<file path="src/rtl/oob_pkg.sv">
package oob_pkg;
  localparam int OPW = 3;

  typedef enum logic [OPW-1:0] {
    OPC_NOP     = 3'd0,
    OPC_OVR_REG = 3'd1,
    OPC_OVR_LIT = 3'd2,
    OPC_REG_NF  = 3'd3,
    OPC_REG_FL  = 3'd4,
    OPC_W_FL    = 3'd5,
    OPC_W2REG   = 3'd6,
    OPC_TEST    = 3'd7
  } op_class_e;

  typedef struct packed {
    logic reg_we;
    logic w_we;
    logic flg_we;
  } wr_strobe_t;
endpackage

</file>
<file path="src/rtl/oob_decode.sv">
module oob_decode
  import oob_pkg::*;
(
  input  logic           clk,
  input  logic           rst,
  input  logic           issue,
  input  logic           skip,
  input  logic [OPW-1:0] op_class,
  output wr_strobe_t     strobe,
  output logic           arm_reg,
  output logic           arm_lit
);
  logic       live;
  wr_strobe_t raw;

  assign live = issue && !skip;

  always_comb begin
    raw = '0;
    unique case (op_class_e'(op_class))
      OPC_REG_NF: raw.reg_we = 1'b1;
      OPC_REG_FL: begin raw.reg_we = 1'b1; raw.flg_we = 1'b1; end
      OPC_W_FL:   begin raw.w_we   = 1'b1; raw.flg_we = 1'b1; end
      OPC_W2REG:  raw.reg_we = 1'b1;
      default:    raw = '0;
    endcase
  end

  assign strobe  = live ? raw : '0;
  assign arm_reg = live && (op_class == OPC_OVR_REG);
  assign arm_lit = live && (op_class == OPC_OVR_LIT);

  a_r7_override_writes_nothing: assert property (@(posedge clk) disable iff (rst)
    (issue && (op_class == OPC_OVR_REG || op_class == OPC_OVR_LIT)) |-> (strobe == '0));
  a_r8_move_nf_no_flags: assert property (@(posedge clk) disable iff (rst)
    (op_class == OPC_REG_NF) |-> (!strobe.flg_we && !strobe.w_we));
  a_r9_skipped_slot_quiet: assert property (@(posedge clk) disable iff (rst)
    (skip || !issue) |-> (strobe == '0 && !arm_reg && !arm_lit));
endmodule

</file>
<file path="src/rtl/oob_buffer.sv">
module oob_buffer #(
  parameter int DW = 8
) (
  input  logic          clk,
  input  logic          rst,
  input  logic          irq_entry,
  input  logic          issue,
  input  logic          arm_reg,
  input  logic          arm_lit,
  input  logic [DW-1:0] lit,
  input  logic [DW-1:0] cap_val,
  output logic          pending,
  output logic [DW-1:0] held
);
  always_ff @(posedge clk) begin
    if (rst) begin
      pending <= 1'b0;
      held    <= '0;
    end else if (irq_entry) begin
      pending <= 1'b0;
    end else if (issue) begin
      if (arm_reg || arm_lit) begin
        pending <= 1'b1;
        held    <= arm_lit ? lit : cap_val;
      end else begin
        pending <= 1'b0;
      end
    end
  end

  a_r2_arm_on_override: assert property (@(posedge clk) disable iff (rst)
    (issue && (arm_reg || arm_lit) && !irq_entry) |=> pending);
  a_r3_literal_captured: assert property (@(posedge clk) disable iff (rst)
    (issue && arm_lit && !irq_entry) |=> (held == $past(lit)));
  a_r4_one_shot: assert property (@(posedge clk) disable iff (rst)
    (issue && pending && !arm_reg && !arm_lit) |=> !pending);
  a_r5_hold_when_idle: assert property (@(posedge clk) disable iff (rst)
    (pending && !issue && !irq_entry) |=> (pending && $stable(held)));
  a_r6_no_arm_from_idle: assert property (@(posedge clk) disable iff (rst)
    (!pending && !(issue && (arm_reg || arm_lit))) |=> !pending);
  a_r10_irq_clears: assert property (@(posedge clk) disable iff (rst)
    irq_entry |=> !pending);
endmodule

</file>
<file path="src/rtl/oob_opmux.sv">
module oob_opmux #(
  parameter int DW = 8
) (
  input  logic          pending,
  input  logic [DW-1:0] held,
  input  logic [DW-1:0] rd_data,
  output logic [DW-1:0] opnd
);
  for (genvar b = 0; b < DW; b++) begin : g_bit
    assign opnd[b] = pending ? held[b] : rd_data[b];
  end
endmodule

</file>
<file path="src/rtl/operand_override.sv">
module operand_override
  import oob_pkg::*;
#(
  parameter int DW = 8
) (
  input  logic           clk,
  input  logic           rst,
  input  logic           issue,
  input  logic [OPW-1:0] op_class,
  input  logic [DW-1:0]  lit,
  input  logic [DW-1:0]  rd_data,
  input  logic           skip,
  input  logic           irq_entry,
  output logic [DW-1:0]  opnd,
  output logic           ovr_active,
  output logic           reg_we,
  output logic           w_we,
  output logic           flg_we
);
  wr_strobe_t    strobe;
  logic          arm_reg;
  logic          arm_lit;
  logic          pending;
  logic [DW-1:0] held;

  oob_decode u_decode (
    .clk(clk), .rst(rst), .issue(issue), .skip(skip), .op_class(op_class),
    .strobe(strobe), .arm_reg(arm_reg), .arm_lit(arm_lit)
  );

  oob_buffer #(.DW(DW)) u_buffer (
    .clk(clk), .rst(rst), .irq_entry(irq_entry), .issue(issue),
    .arm_reg(arm_reg), .arm_lit(arm_lit), .lit(lit), .cap_val(opnd),
    .pending(pending), .held(held)
  );

  oob_opmux #(.DW(DW)) u_opmux (
    .pending(pending), .held(held), .rd_data(rd_data), .opnd(opnd)
  );

  assign ovr_active = pending;
  assign reg_we     = strobe.reg_we;
  assign w_we       = strobe.w_we;
  assign flg_we     = strobe.flg_we;

  a_r1_quiet_after_reset: assert property (@(posedge clk)
    $past(rst) |-> (!ovr_active && opnd == rd_data));
endmodule

</file>
<file path="config.mk">
export PLATFORM = sky130hd
export DESIGN_NAME = operand_override
export DESIGN_NICKNAME = d
export VERILOG_FILES = /design/src/rtl/oob_pkg.sv /design/src/rtl/oob_decode.sv /design/src/rtl/oob_buffer.sv /design/src/rtl/oob_opmux.sv /design/src/rtl/operand_override.sv
export SDC_FILE = /design/constraint.sdc
export NUM_CORES = 1
export LEC_CHECK = 0
export BUFFER_PORTS_ARGS = -buffer_cell sky130_fd_sc_hd__buf_2
export CORE_MARGIN = 2
export CORE_UTILIZATION = 36
export DETAILED_ROUTE_END_ITERATION = 8
export GPL_TIMING_DRIVEN = 1
export PLACE_DENSITY = 0.68
export SLEW_MARGIN = 20
export SYNTH_ARGS = -nofsm -noshare
export SYNTH_HDL_FRONTEND = slang
export SYNTH_SLANG_ARGS = --single-unit
</file>
<file path="constraint.sdc">
create_clock -name clk -period 1.7 [get_ports clk]
set_input_delay 0.085 -clock clk [delete_from_list [all_inputs] [get_ports clk]]
set_output_delay 0.085 -clock clk [all_outputs]
set_load 0.05 [all_outputs]
</file>
==> metrics.md <==
| Metric | Value |
|---|---|
| TritonCTS Buffers | `3` |
| Status | `finished, final reports clean` |
| RSZ-0062 raised after global routing | `no` |
| Setup TNS | `0 ps` |
| Worst Max-Slew Pin Slew | `roughly 750 ps` |
| # DRC | `0` |
| Max layer used | `met4` |
| Maximum clock rate | `0.7050 GHz` |
| Post-route ant nets | `0` |
| Core Util, Final | `a little over half` |
| Clock-pin slew on the worst setup and hold paths | `70 ps` |
| Clock sink count | `9` |
| Pins Over Slew Limit | `0` |
| Die width | `around 44 um` |
| Minimum clock period | `about 1400 ps` |
| Commonest non-fill, non-tap cell in the layout | `buf_2` |
| Final setup fails | `0` |
| LEAKAGE | `roughly 0.40 nW` |
| Cts hold-fix bufs | `0` |
| Crit-path max cell delay | `~470 ps` |
| Total track usage | `between 15 and 20%` |
| Path type of the worst min-delay path | `input pin to flop` |
| Most frequent cells in the layout | `buf_2, mux2i_1` |
| Max Root-Sink Buffers | `2` |
| Clock Latency Late Sink | `~270 ps` |
| Sequential area share after synthesis | `31.10%` |
| Sequential power share | `40.3%` |
| Filler cells | `about 150` |
| CP cell instances | `mux2_2 -> buf_2` |
| First-pass GRT wire length | `around 2.3 mm` |
| Top Family by Delay on Critical Path | `flip-flops` |
| Worst hold margin | `between 60 and 70 ps` |
| Final Hold Vio Count | `0` |
| Via density | `between 5 and 6` |
| Cells after DPL | `roughly 110` |
| Num rows | `14` |
| Gpl congestion | `0.7315` |
| Port-buffer cells | `35` |
| Post-Layout Cell Count | `111` |
| Grt ovf | `0` |
| Starting Density | `roughly two fifths` |
| Crit Path Category | `flop to output port` |
| CTS tree | `yes` |
| Post-Syn Area per Cell | `a little under 10 um2` |
| # Max-Cap Violations | `0` |
| Pwr dens | `676.3 nW/um2` |
| Core area | `1506 um2` |
| Antenna Cells | `0` |
| Setup slack at placement | `around 250 ps` |
| Root Driver | `clkbuf_4` |
| H-tree level count | `1` |
| Share of cells above drive strength 1 | `52.63%` |
| Peak supply drop | `roughly 0.29 mV` |
| Area Growth Syn to Fin | `36.93%` |
| Clock skew | `~11 ps` |
| Clk network pwr share | `roughly 32%` |
| Full die area | `1946 um2` |
| Post-CTS Setup Repair Bufs | `0` |
| Antenna violations before repair | `0` |
| I/O pin count | `36` |
| Internal | `around 360 uW` |
| Critical Path RT | `between 1500 and 2000 ps` |
| Seq cells post-synth | `9` |
| Post_cts resized | `0` |
| Area of the mapped netlist | `~580 um2` |
| Final Net Count | `120` |
| Worst-path fanout max | `10` |
| Relative slew slack | `roughly 50%` |
| Die height | `roughly 44 um` |
| Buf+Inv Stages, Crit Path | `1` |
| Gate power share | `between 20% and 30%` |
| Drt initial violations | `6` |
| Startpoint Class | `flop` |
| Detailed Route WL | `about 1.4 mm` |
| Met3 WL | `between 90 and 100 um` |
| Synth warn | `0` |
| Final worst slack | `around 280 ps` |
| Net switching power | `between 150 and 200 uW` |
| Largest net degree at the start of global routing | `11` |
| Crit-path slowest cell | `dfxtp_2` |
| Post-Syn Instances | `59` |
| Vias in the first global route | `about 560` |
| WL met1 | `600 um` |
| Drt first pass iters | `5` |
| Net Count, Synth | `83` |
| Via count | `between 500 and 600` |
| Netlist cell types | `21` |
| Crit path capture type | `output port` |
| Switching share of total power | `about a third` |
| CP Data Arrival Time | `1330 ps` |
| Period utilization | `between 80% and 90%` |
| Met2 Wirelength | `~680 um` |
| Drt wl/cell | `approximately 13 um` |
cells in the mapped netlist:
| cell type | count | area, um2 |
|---|---|---|
| nor2b_1 | 1 | 6.260 |
| dfxtp_1 | 9 | 180.2 |
| buf_6 | 1 | 11.26 |
| mux2_2 | 8 | 90.09 |
| inv_1 | 1 | 3.750 |
| o21a_1 | 1 | 7.510 |
| and2b_1 | 1 | 7.510 |
| and2_1 | 1 | 6.260 |
| or3b_1 | 1 | 8.760 |
| buf_2 | 1 | 5.000 |
| nor2_1 | 1 | 3.750 |
| mux2i_1 | 9 | 90.09 |
| xnor2_1 | 1 | 8.760 |
| nor3b_1 | 1 | 7.510 |
| nor4b_1 | 1 | 8.760 |
| nor4bb_1 | 1 | 10.01 |
| clkbuf_1 | 2 | 7.510 |
| o21ai_1 | 8 | 40.04 |
| or3_1 | 1 | 6.260 |
| or4b_1 | 1 | 10.01 |
| o211ai_1 | 8 | 60.06 |
stage by stage:
stage	cell area, um2	power, mW
floorplan	586.8	0.3186
global placement	765.7	0.3673
detailed placement	765.7	0.3687
CTS	793.3	0.5406
global route	793.3	0.5572
finish	793.3	0.5365
sequential cells by signal (all words and copies together) (netlist names):
| name | count |
|---|---|
| u_buffer.held | 8 |
| u_buffer.pending | 1 |
cell families after synthesis:
group | synth area share [%]
AOI/OAI and AO/OA | 18.58
and+or+nand+nor | 12.96
muxes | 31.10
xor gates and xnor gates | 1.512
DFF | 31.10
buffers and inverters | 4.751
power groups by stage:
stage	Combinational, mW	Sequential [mW]	Clock (mW)
6_report	0.147	0.216	0.173
5_1_grt	0.158	0.217	0.183
4_1_cts	0.148	0.216	0.176
3_5_place_dp	0.147	0.221	0
3_3_place_gp	0.146	0.221	0
2_1_floorplan	0.0976	0.221	0
per-layer routing:
| metal | global-route usage, % | up-vias |
|---|---|---|
| met2 | 26.18 | 28 |
| met4 | 8.485 | 0 |
| li1 | - | 297 |
| met3 | 4.082 | 10 |
| met5 | 0 | - |
| met1 | 18.25 | 262 |
worst paths after layout:
path                                       start               end  slack [ps]  cells past startpoint
worst min-delay path                   irq_entry  u_buffer.pending          60                      3
worst max register to register  u_buffer.pending  u_buffer.held[4]         490                      3
worst max-delay path            u_buffer.pending           opnd[7]         280                      2
worst min register to register  u_buffer.held[6]  u_buffer.held[6]         490                      2
cell type report:
| class | instances | area (um2) | share of cell area [%] |
|---|---|---|---|
| inverter | 1 | 3.754 | 0.4732 |
| multi-input combinational | 45 | 377.9 | 47.63 |
| clock buffer | 3 | 22.52 | 2.839 |
| timing repair buffer | 36 | 182.7 | 23.03 |
| clock inverter | 1 | 5.005 | 0.6309 |
| tap | 16 | 20.02 | 2.524 |
| sequential | 9 | 181.4 | 22.87 |
worst reg2reg max path, delay by kind of cell, from the launching register on:
kind	cells	cell delay (ps)
multiplexers	2	540
flip-flops	1	470
AO/OA/AOI/OAI	1	80
Power figures use the tool's default switching activity.
